--- src/rtl/gate_interlock.sv ---
module gate_interlock #(
  parameter int LEGS     = 3,
  parameter int FILT_CYC = 38,
  parameter int DEAD_CYC = 39
) (
  input  logic            clk,
  input  logic            rst_n,
  input  logic [LEGS-1:0] hi_cmd_n,
  input  logic [LEGS-1:0] lo_cmd_n,
  input  logic            enable,
  input  logic            vcc_uv,
  input  logic [LEGS-1:0] vbs_uv,
  input  logic            shutdown,
  output logic [LEGS-1:0] hi_gate,
  output logic [LEGS-1:0] lo_gate
);
  localparam int FW = (FILT_CYC > 2) ? $clog2(FILT_CYC) : 1;
  localparam int DW = $clog2(DEAD_CYC + 1);
  localparam logic [FW-1:0] FLAST = FW'(FILT_CYC - 1);
  localparam logic [DW-1:0] DLAST = DW'(DEAD_CYC);

  logic kill_all;
  assign kill_all = !enable || vcc_uv || shutdown;

  for (genvar g = 0; g < LEGS; g++) begin : g_leg
    logic          fh, fl, arm, hq, lq;
    logic [FW-1:0] ch, cl;
    logic [DW-1:0] dcnt;
    logic          rh, rl, fh_nx, fl_nx;
    logic          want_h, want_l, dexp, hn, ln, fall;

    assign rh    = ~hi_cmd_n[g];
    assign rl    = ~lo_cmd_n[g];
    assign fh_nx = (rh != fh && ch == FLAST) ? rh : fh;
    assign fl_nx = (rl != fl && cl == FLAST) ? rl : fl;

    always_ff @(posedge clk or negedge rst_n) begin
      if (!rst_n) begin
        fh  <= 1'b0;
        fl  <= 1'b0;
        ch  <= '0;
        cl  <= '0;
        arm <= 1'b0;
      end else begin
        fh <= fh_nx;
        fl <= fl_nx;
        ch <= (rh == fh || ch == FLAST) ? '0 : ch + 1'b1;
        cl <= (rl == fl || cl == FLAST) ? '0 : cl + 1'b1;
        if (vbs_uv[g])          arm <= 1'b0;
        else if (fh_nx && !fh)  arm <= 1'b1;
      end
    end

    assign want_h = fh & ~fl & arm & ~kill_all & ~vbs_uv[g];
    assign want_l = fl & ~fh & ~kill_all;
    assign dexp   = (dcnt == DLAST);
    assign hn     = want_h & ~lq & (hq | dexp);
    assign ln     = want_l & ~hq & (lq | dexp);
    assign fall   = (hq & ~hn) | (lq & ~ln);

    always_ff @(posedge clk or negedge rst_n) begin
      if (!rst_n) begin
        hq   <= 1'b0;
        lq   <= 1'b0;
        dcnt <= DLAST;
      end else begin
        hq <= hn;
        lq <= ln;
        if (fall)        dcnt <= '0;
        else if (!dexp)  dcnt <= dcnt + 1'b1;
      end
    end

    assign hi_gate[g] = hq;
    assign lo_gate[g] = lq;

    a_r5_no_overlap: assert property (@(posedge clk) disable iff (!rst_n)
      !(hi_gate[g] && lo_gate[g]));
    a_r6_hi_gap: assert property (@(posedge clk) disable iff (!rst_n)
      $rose(hi_gate[g]) |-> !$past(lo_gate[g]) && !$past(lo_gate[g], 2));
    a_r6_lo_gap: assert property (@(posedge clk) disable iff (!rst_n)
      $rose(lo_gate[g]) |-> !$past(hi_gate[g]) && !$past(hi_gate[g], 2));
    a_r10_hs_uv: assert property (@(posedge clk) disable iff (!rst_n)
      vbs_uv[g] |=> !hi_gate[g]);
    a_r10_no_rearm: assert property (@(posedge clk) disable iff (!rst_n)
      $rose(hi_gate[g]) |-> !$past(vbs_uv[g]));
  end

  a_r8_enable_off: assert property (@(posedge clk) disable iff (!rst_n)
    !enable |=> (hi_gate == '0 && lo_gate == '0));
  a_r9_vcc_uv_off: assert property (@(posedge clk) disable iff (!rst_n)
    vcc_uv |=> (hi_gate == '0 && lo_gate == '0));
  a_r11_shutdown_off: assert property (@(posedge clk) disable iff (!rst_n)
    shutdown |=> (hi_gate == '0 && lo_gate == '0));
endmodule

--- config.mk ---
export PLATFORM = sky130hd
export DESIGN_NAME = gate_interlock
export DESIGN_NICKNAME = d
export VERILOG_FILES = /design/src/rtl/gate_interlock.sv
export SDC_FILE = /design/constraint.sdc
export NUM_CORES = 1
export LEC_CHECK = 0
export BUFFER_PORTS_ARGS = -buffer_cell sky130_fd_sc_hd__buf_2
export CORE_UTILIZATION = 32
export CTS_CLUSTER_SIZE = 12
export DETAILED_ROUTE_END_ITERATION = 10
export GPL_ROUTABILITY_DRIVEN = 0
export PLACE_DENSITY_LB_ADDON = 0.08
export SLEW_MARGIN = 10
export SYNTH_ARGS = -nofsm -noshare
export SYNTH_HDL_FRONTEND = slang
export SYNTH_SLANG_ARGS = --single-unit
--- constraint.sdc ---
create_clock -name clk -period 2.7 [get_ports clk]
set_input_delay 0 -clock clk [delete_from_list [all_inputs] [get_ports clk]]
set_output_delay 0 -clock clk [all_outputs]
set_load 0.02 [all_outputs]
======== Word-level counts from Yosys, hierarchy flattened ========
Index checks and enable logic that the tools add are counted.
Widths: inputs -> output; s select.
word-level totals
  bits in registers ....................... 69
operators by class
  equal/unequal tests ..................... 24
  bitwise logic cells ..................... 73
  multiplexer cells ....................... 21
  add/sub/neg operators ................... 9
  reductions and logical operators ........ 24
operators by type and width
  cell                 number
  $mux 6               12
  $add 6x1->6 const B  9
  $eq 6x6->1 const B   9
  $and 1x1->1          36
  $not 1->1            28
  $logic_and 1x1->1    9
  $mux 1               9
  $or 1x1->1           9
  $logic_or 1x1->1     8
  $eq 1x1->1           6
  $ne 1x1->1           6
  $ne 2x1->1 const B   3
  $reduce_bool 2->1    3
  $logic_not 1->1      4

======== Depth between registers and ports, before layout ========
Gate-level depths: netlist (run 1).
  word-level depth ........................ 12
  depth in mapped cells ................... 5
  mapped depth without buffers ............ 5

======== Worst setup path after synthesis (run 1) ========
Ideal clock, no wire load.
  kind .................................... reg-to-reg
  from .................................... register g_leg[0].dcnt[5]
  to ...................................... register g_leg[0].dcnt[2]
  buffers on the path ..................... 0
  cell stages (with the launch flop) ...... 3
  path slack .............................. 1.339 ns
  setup time .............................. 0.099 ns
  data arrival time ....................... 1.263 ns
  cells stage by stage .................... dfstp_2 or3b_2 a221oi_1
between the ends
  cells in the longest elaborated chain, start to end .. 7
ends and longest elaborated chain
  element                                         RTL line  source
  from (decl)                                     28        logic [DW-1:0] dcnt;
  from (signal assigned)                          70        else if (!dexp) dcnt <= dcnt + 1'b1;
  $eq 6x6->1 *                                    56        assign dexp = (dcnt == DLAST);
  $or 1x1->1, on equally long branches            57, 58
  $and 1x1->1, on equally long branches           57, 58
  $not 1->1                                       59        assign fall = (hq & ~hn) | (lq & ~ln);
  $and 1x1->1                                     59
  $or 1x1->1                                      59
  $ne 2x1->1 (no line) or $mux 6 (tied branches)  -
Every way passes the cells marked *; elsewhere a longest branch is shown, timed or not.
A chain may end at the register's enable or synchronous reset.

======== Final worst setup path (run 1) ========
  from .................................... register g_leg[2].ch[1]
  to ...................................... register g_leg[2].arm
between the ends
  cells in the longest elaborated chain, start to end .. 5
ends and longest elaborated chain
  element                      RTL line  source
  from (decl)                  27        logic [FW-1:0] ch, cl;
  from (signal assigned)       47        ch <= (rh == fh || ch == FLAST) ? '0 : ch + 1'b1;
  $eq 6x6->1                   34        assign fh_nx = (rh != fh && ch == FLAST) ? rh : fh;
  $logic_and 1x1->1            34
  $mux 1                       34
  $logic_and 1x1->1            50        else if (fh_nx && !fh) arm <= 1'b1;
  $reduce_bool 2->1 (no line)  -
  to (signal assigned)         43        arm <= 1'b0;
  to (signal assigned)         49        if (vbs_uv[g]) arm <= 1'b0;
  to (signal assigned)         50
  to (decl)                    26        logic fh, fl, arm, hq, lq;
Every way passes these cells.

==> run metrics, run 1 <==
post-CTS setup buffer count 0; CTS clk-pin slew, worst paths about 0.070 ns; fin crit period about 2.0 ns; layout cell share with drive strength beyond 1 between 10% and 20%; Total Routed Length roughly 6300 um; area share of the largest cell type after synthesis between 40% and 50%; unrepaired setup endpoints after global routing no; antenna-violating nets left 0; Fin. Hold Viols 0; mapped cell area approximately 3400 um^2; die extent in x about 100 um; largest cells by area after synthesis dfrtp_1 43%, dfstp_2 9.4%, nor2_1 6.4%; Inserted Clock Buffers 9; Vias per Instance slightly below 5; Ant. Diodes 0; core area between 9000 and 10,000 um^2; Sink Count 69; all-layer global routing usage 12.7%; Critical Path Max Stage Delay approximately 0.56 ns; Yosys warnings 0; status complete, no violations; max-cap check violation count 0; WL/cell ~13 um; commonest cells after routing, fill and taps aside 57 x nor2_1, 57 x dfrtp_1, 23 x xor2_1, 21 x nand3_1, 19 x buf_2; Worst R2R End g_leg[2].arm; critical path depth in cells 6; fin nets 388; CTS tree done; Clock Tree Root clkbuf_8; vias ~2,500; Top Family by Delay on Critical Path buffers and inverters; Buf/Inv on CP 2; Mapped Cells roughly 320; DRC 0; first drt pass iteration count 4; number of synthesized register bits between 60 and 70; P_leak 0.00173 uW; Synth cell types 35; placed cell area roughly 3600 um^2; first-pass GRT wire length ~11,000 um; initial core utilization about 34%; hpwl dp ~4000 um; Max FO, Critical Path 4; worst rel slew slack about two fifths; f_max roughly 510 MHz; worst flop-to-flop path startpoint g_leg[2].ch[1]; sw frac 29.6%; worst slew pin tran 0.911 ns; Synth Area in Simple Gates between 10% and 20%; WP data required just under 3 ns; Hold Path Class input port to flip-flop; Clk pwr share a little under a third; area grow syn2layout 16.0%; Pwr Density between 600 and 700 nW/um^2; Synth Area in Compound Gates roughly an eighth; fin crit share between 70% and 80%; Synth Area in XOR/XNOR 7.84%; sequential cell area fraction in the yosys report about 52%; combinational share of power around a fifth; peak supply drop between 200 and 300 uV; clk_lat worst skew 0.33 ns; Top Ports 20; internal power 1880 uW; WS Path Type flip-flop to flip-flop; Starting DRT DRC Count between 150 and 200; CP max stage cell dlygate4sd3_1; vias in the first global route 2,327; pin count of the biggest net entering global routing 70; site row count 36; clk_skew about 0.008 ns; final setup fails 0; critical-path cell list inv_1 -> ha_1 -> nand4b_1 -> or4_1 -> a21oi_1 -> dlygate4sd3_1; H-tree levels 3; switching pwr 789 uW; final instance area 3890 um^2; mux contribution to synthesized area less than 1%; final core occ roughly two fifths; Pins Over Slew Limit 0; reg2reg path depth 6; largest family of logic cells by synthesized area simple AND/OR/NAND/NOR gates; WP data arrival 2.24 ns; antenna violations before repair 0; Seq pwr share between 40% and 50%; Synth area leader dfrtp_1; Fin Setup TNS 0 ns; Post-Synth Adder-Cell Area between 5 and 6%; CP startpoint g_leg[2].ch[1]; r2r setup slk ~0.74 ns; Synth Net Count roughly 350; die area 10,900 um^2; critical path capture point type flip-flop; Worst setup SP type flip-flop; CTS max path bufs 2; Congestion Overflow GR 0; syn avg cell area roughly 10 um^2; number of gates resized after cts 0; I/O Buffers 19; hold slack between 0.15 and 0.2 ns; Die Span Y ~100 um; CP Capture Point g_leg[2].arm
[worst register-to-register path, stage by stage, from the launching register on]
cell	delay [ns]
dfrtp_1	0.40
inv_1	0.06
ha_1	0.14
nand4b_1	0.16
or4_1	0.43
a21oi_1	0.16
dlygate4sd3_1	0.56
[per-layer routing]
layer / wire length (um) / track usage (%) / part of all wire, % / vias to the layer above
met5: 0 / 0 / 0 / -
met1: 3080 / 16.5 / 49 / 1189
met2: 2890 / 19.3 / 46 / 33
met3: 216 / 3.57 / 3.4 / 9
met4: 97 / 6.02 / 1.5 / 0
li1: - / - / - / 1220
[synth_stat cells]
library cell and n:
dfrtp_1 57, nor2_1 57, xor2_1 23, nand3_1 21
ha_1 15, a21oi_1 13, o21ai_0 13, dfstp_2 12
nand2_1 12, inv_1 10, or3_1 9, xnor2_1 7
a211oi_1 6, a22oi_1 6, buf_4 6, nand4_1 6
a31oi_1 5, and2_1 5, a41oi_1 4, a21boi_0 3
a221oi_1 3, a41o_1 3, mux2i_1 3, nor2b_1 3
nor3_1 3, nor3b_1 3, o2111a_1 3, or3b_2 3
a31o_2 2, buf_2 2, nand4b_1 1, nor3b_4 1
o21ai_1 1, o31ai_1 1, or4_1 1
[stage by stage]
stage | std cells | power (uW) | setup slack (ns)
finish | 497 | 2670 | 0.735
CTS | 497 | 2730 | 0.731
detailed placement | 468 | 1830 | 1.24
floorplan | 323 | 1690 | 1.34
global placement | 468 | 1840 | 1.29
global route | 497 | 2860 | 0.604
[layout make-up]
type | count | area (um^2)
Clock buffer | 12 | 145
Clock inverter | 4 | 47.5
Fill cell | 1034 | 6070
Inverter | 10 | 37.5
Multi-Input combinational cell | 236 | 1520
Sequential cell | 69 | 1740
Tap cell | 133 | 166
Timing Repair Buffer | 33 | 233
[worst min path at each step]
| stage | cells after the start | end | slack, ns | startpoint |
|---|---|---|---|---|
| 3_5_place_dp | 2 | g_leg[1].arm | 0.17 | vbs_uv[1] |
| 6_report | 4 | g_leg[2].hq | 0.20 | vcc_uv |
| 4_1_cts | 4 | g_leg[2].hq | 0.17 | vcc_uv |
| 3_3_place_gp | 2 | g_leg[1].arm | 0.17 | vbs_uv[1] |
| 5_1_grt | 4 | g_leg[2].hq | 0.23 | vcc_uv |
| 2_1_floorplan | 0 | g_leg[0].arm | -0.30 | rst_n |
[state kept, by name, indices dropped and copies added (netlist names)]
signal,cells
g_leg.dcnt,18
g_leg.ch,18
g_leg.lq,3
g_leg.cl,18
g_leg.fl,3
g_leg.fh,3
g_leg.hq,3
g_leg.arm,3
[power by group through the flow]
stage	registers [uW]	clock network [uW]	logic (uW)
floorplan	1310	0	385
global placement	1340	0	494
detailed placement	1340	0	493
CTS	1320	900	508
global route	1350	930	584
finish	1330	843	497
[kinds of logic (layout without fill, tap and decap cells)]
kind of cell | count (synthesis) | in the layout
AND/OR/NAND/NOR | 125 | 125
flip-flops | 69 | 69
AO/OA/AOI/OAI | 63 | 63
XOR/XNOR | 30 | 30
buffers and inverters | 18 | 59
adder cells (fa/ha/maj) | 15 | 15
multiplexers | 3 | 3
[timing repair]
| item | in CTS | in global routing |
|---|---|---|
| hold endpoints to repair | 69 | 0 |
| setup endpoints to repair | 0 | 0 |
| hold buffers | 13 | 0 |
Power figures use the tool's default switching activity.
==> run 2: changes to the inputs <==
==> constraint.sdc (replaced) <==
create_clock -name clk -period 1.6 [get_ports clk]
set_input_delay 0 -clock clk [delete_from_list [all_inputs] [get_ports clk]]
set_output_delay 0 -clock clk [all_outputs]
set_load 0.02 [all_outputs]
==> run metrics, run 2 (same netlist as run 1, synthesis figures left out) <==
final worst slack 0.129 ns; f_max 680 MHz; DRC 0; worst slew pin tran roughly 0.56 ns; Vias per Instance 4.84; fin crit share between 90% and 100%; status complete, no violations; die area around 11,000 um^2; all-layer global routing usage between 10% and 20%; critical path capture point type flip-flop; CP max stage cell dfstp_2; I/O Buffers 19; worst rel slew slack 62.3%; Fin. Hold Viols 0; Fillers slightly below 1,000; Fin Setup TNS 0 ns; WP data arrival roughly 1.8 ns; pre-CTS WS around 0.12 ns; total power approximately 4700 uW; Worst setup SP type flip-flop; Hold Path Class input port to flip-flop; vias in the first global route 2,446; biggest registers after layout g_leg.ch: 18 flops, g_leg.cl: 18 flops, g_leg.dcnt: 18 flops; Pwr Density approximately 1200 nW/um^2; unrepaired setup endpoints after global routing yes; first-pass GRT wire length around 11,000 um; Clock Tree Root clkbuf_8; layout cell share with drive strength beyond 1 16.1%; fin crit period 1.47 ns; H-tree levels 3; initial core utilization ~34%; commonest cells after routing, fill and taps aside 57 x nor2_1, 57 x dfrtp_1, 23 x xor2_1, 21 x nand3_1, 19 x buf_2; placed cell area about 3600 um^2; footprint of the multi-input gates 1520 um^2; die extent in x between 100 and 150 um; antenna-violating nets left 0; WS Path Type flip-flop to flip-flop; critical-path cell list or3b_2 -> nor2_1 -> o2111a_1; first drt pass iteration count 4; CTS clk-pin slew, worst paths about 0.070 ns; CTS max path bufs 2; clk_skew 0.0117 ns; core area about 10000 um^2; vias 2,418; Inserted Clock Buffers 9; max-cap check violation count 0; final core occ between 30% and 40%; CTS tree done; antenna violations before repair 0; post-CTS setup buffer count 0; final setup fails 0; hpwl dp about 4400 um; clk_lat worst skew 0.34 ns; Starting DRT DRC Count 80; Top Ports 20; site row count 36; P_leak approximately 0.0018 uW; Sink Count between 60 and 70; peak supply drop ~540 uV; fin nets around 390; Congestion Overflow GR 0; pin count of the biggest net entering global routing 25; number of gates resized after cts 0; area grow syn2layout 17.4%; Max FO, Critical Path 4; Pins Over Slew Limit 0; Die Span Y between 100 and 150 um; WL/cell 12.5 um; Critical Path Max Stage Delay 0.55 ns; Total Routed Length between 6000 and 7000 um; Ant. Diodes 0; Seq. cell area 1740 um^2; final instance area 3940 um^2; WP data required 1.88 ns
==> run 2: power by group <==
part | switching [uW] | internal (uW)
Sequential | 214 | 2020
Combinational | 460 | 394
Clock | 630 | 959
Total | 1300 | 3370
==> run 2: worst paths after layout <==
kind	from	slack (ns)	to	depth (start not counted)
setup / recovery	g_leg[2].dcnt[5]	0.13	g_leg[2].lq	3
hold / removal	shutdown	0.14	g_leg[0].lq	4
setup reg to reg	g_leg[2].dcnt[5]	0.13	g_leg[2].lq	3
hold reg to reg	g_leg[1].cl[0]	0.49	g_leg[1].cl[0]	1
max in group asynchronous	rst_n	1.09	g_leg[2].dcnt[2]	3
min in group asynchronous	rst_n	0.21	g_leg[0].cl[5]	3
==> run 2: critical path: cells and delay by family (launching register included) <==
kind             cells  cell delay [ns]
AND/OR/NAND/NOR      2             0.68
AO/OA/AOI/OAI        1             0.19
flip-flops           1             0.55
==> run 2: area by class of cell <==
cell class / count / area share, %
well taps: 133 / 4.23
multi-input cells: 236 / 38.5
clock buffers: 12 / 3.94
inverters: 10 / 0.954
flip-flops and latches: 69 / 44.3
repair buffers: 36 / 6.30
clock inverters: 4 / 1.78
==> run 2: layer usage <==
metal / GRT usage, % / wire length [um]
met1: 16.7 / 3060
met2: 20.0 / 2860
met3: 4.39 / 273
met4: 3.67 / 58
met5: 0 / 0
==> run 2: repair_timing <==
item	in CTS	in global routing
hold buffers	10	0
endpoints found under the hold margin	78	0
setup endpoints to repair	0	1
==> run 2: metrics by stage <==
step | instances | hold WS, ns
finish | 500 | 0.139
global route | 500 | 0.130
CTS | 500 | 0.119
detailed placement | 474 | 0.0339
global placement | 474 | 0.0323
floorplan | 323 | -0.296
==> run 3: changes to the inputs <==
--- a/config.mk
+++ b/config.mk
@@ -6,6 +6,8 @@
 export NUM_CORES = 1
 export LEC_CHECK = 0
 export BUFFER_PORTS_ARGS = -buffer_cell sky130_fd_sc_hd__buf_2
+export CELL_PAD_IN_SITES_DETAIL_PLACEMENT = 1
+export CELL_PAD_IN_SITES_GLOBAL_PLACEMENT = 2
 export CORE_UTILIZATION = 32
 export CTS_CLUSTER_SIZE = 12
 export DETAILED_ROUTE_END_ITERATION = 10
==> run metrics, run 3 (same netlist as run 1, synthesis figures left out) <==
Worst setup SP type flip-flop; Seq pwr share 49.4%; switching pwr between 1000 and 1500 uW; CTS clk-pin slew, worst paths 0.08 ns; Seq. cell area roughly 1700 um^2; Fillers 1,138; final setup fails 0; Worst R2R End g_leg[1].dcnt[2]; CP Capture Point g_leg[1].dcnt[2]; status complete, no violations; WP data required around 1.8 ns; biggest registers after layout g_leg.ch: 18 flops, g_leg.cl: 18 flops, g_leg.dcnt: 18 flops; Starting DRT DRC Count 118; site row count 36; pre-CTS WS roughly 0.14 ns; peak supply drop around 450 uV; Top Ports 20; critical path capture point type flip-flop; core area between 9000 and 10,000 um^2; worst flop-to-flop path startpoint g_leg[1].dcnt[5]; CTS max path bufs 2; Congestion Overflow GR 0; die extent in x 104 um; footprint of the multi-input gates ~1500 um^2; sw frac 30.8%; Die Span Y 104 um; placed cell count 473; hold path depth 4; vias 2,458; Max FO, Critical Path 4; non-filler cells, final approximately 500; Fin. Hold Viols 0; commonest cells after routing, fill and taps aside 57 x nor2_1, 57 x dfrtp_1, 23 x xor2_1, 21 x nand3_1, 19 x buf_2; Pwr Density 1160 nW/um^2; layout cell share with drive strength beyond 1 around 16%; antenna violations before repair 0; number of gates resized after cts 0; Inserted Clock Buffers 9; WS Path Type flip-flop to flip-flop; clk_lat worst skew approximately 0.34 ns; CP startpoint g_leg[1].dcnt[5]; WP data arrival 1.70 ns; max-cap check violation count 0; combinational share of power between 10% and 20%; Critical Path Max Stage Delay approximately 0.55 ns; final worst slack about 0.13 ns; worst rel slew slack 58.5%; critical-path cell list or3b_2 -> a221oi_1; Total Routed Length 6910 um; Fin Setup TNS 0 ns; hpwl dp approximately 4700 um; antenna-violating nets left 0; internal power approximately 3100 uW; Clk pwr share around 31%; WL/cell 13.8 um; CTS tree done; f_max around 680 MHz; reg2reg path depth 2; I/O Buffers 19; CP max stage cell dfstp_2; fin nets 390; initial core utilization around 34%; worst slew pin tran roughly 0.62 ns; vias in the first global route ~2,600; placed cell area 3610 um^2; die area between 10,000 and 15,000 um^2; Hold Path Class input port to flip-flop; Clock Tree Root clkbuf_8; r2r setup slk 0.13 ns; hold slack ~0.12 ns; first drt pass iteration count 4; fin crit period about 1.5 ns; clk_skew 0.0106 ns; P_leak approximately 0.0017 uW; pin count of the biggest net entering global routing 70; Sink Count 69; unrepaired setup endpoints after global routing no; DRC 0; final instance area slightly below 4000 um^2; H-tree levels 3; all-layer global routing usage 13.9%; first-pass GRT wire length ~12,000 um; Ant. Diodes 0; area grow syn2layout 16.8%; fin crit share between 90% and 100%; Hold-fix buffers, CTS 10; Vias per Instance roughly 4.9; Pins Over Slew Limit 0; post-CTS setup buffer count 0
==> run 3: changes by cell type in the layout (fill, tap and decap cells not counted), sizes merged <==
cell / previous run / this run
clkbuf: 12 / 9
clkinvlp: 0 / 3
buf: 26 / 25
bufinv: 2 / 1
inv: 10 / 11
==> run 3: metrics by stage <==
stage | util, % | total power, uW
3_3_place_gp | 36.3 | 3110
3_5_place_dp | 36.3 | 3150
6_report | 39.3 | 4540
4_1_cts | 39.3 | 4650
5_1_grt | 39.3 | 4880
2_1_floorplan | - | 2860
==> run 3: area by class of cell <==
type	instances	area share, %
Timing Repair Buffer	35	6.46
Clock inverter	7	1.92
Tap cell	133	4.25
Multi-Input combinational cell	236	38.7
Inverter	10	0.959
Sequential cell	69	44.5
Clock buffer	9	3.16
==> run 3: metal layers <==
metal	vias to the layer above	part of all wire [%]	GRT usage (%)
met5	-	0	0
met4	0	1.3	4.59
met3	10	2.3	3.45
met2	22	46	22.2
met1	1208	50	18.4
li1	1218	-	-
==> run 3: worst min-delay path by stage <==
stage,from,endpoint
2_1_floorplan,rst_n,g_leg[0].arm
3_3_place_gp,rst_n,g_leg[1].cl[5]
3_5_place_dp,rst_n,g_leg[1].cl[3]
4_1_cts,shutdown,g_leg[0].lq
5_1_grt,shutdown,g_leg[0].lq
6_report,shutdown,g_leg[1].lq
==> run 3: power by group through the flow <==
stage | registers [uW] | clock network [uW] | logic (uW)
final | 2240 | 1420 | 879
after global routing | 2290 | 1570 | 1020
after CTS | 2250 | 1510 | 894
after detailed placement | 2280 | 0 | 870
after global placement | 2270 | 0 | 843
after floorplan | 2210 | 0 | 649
==> run 3: worst max-delay path: cells and delay by family, from the launching register on <==
kind             cells  cell delay, ns
AND/OR/NAND/NOR      1            0.49
AO/OA/AOI/OAI        1            0.32
flip-flops           1            0.55
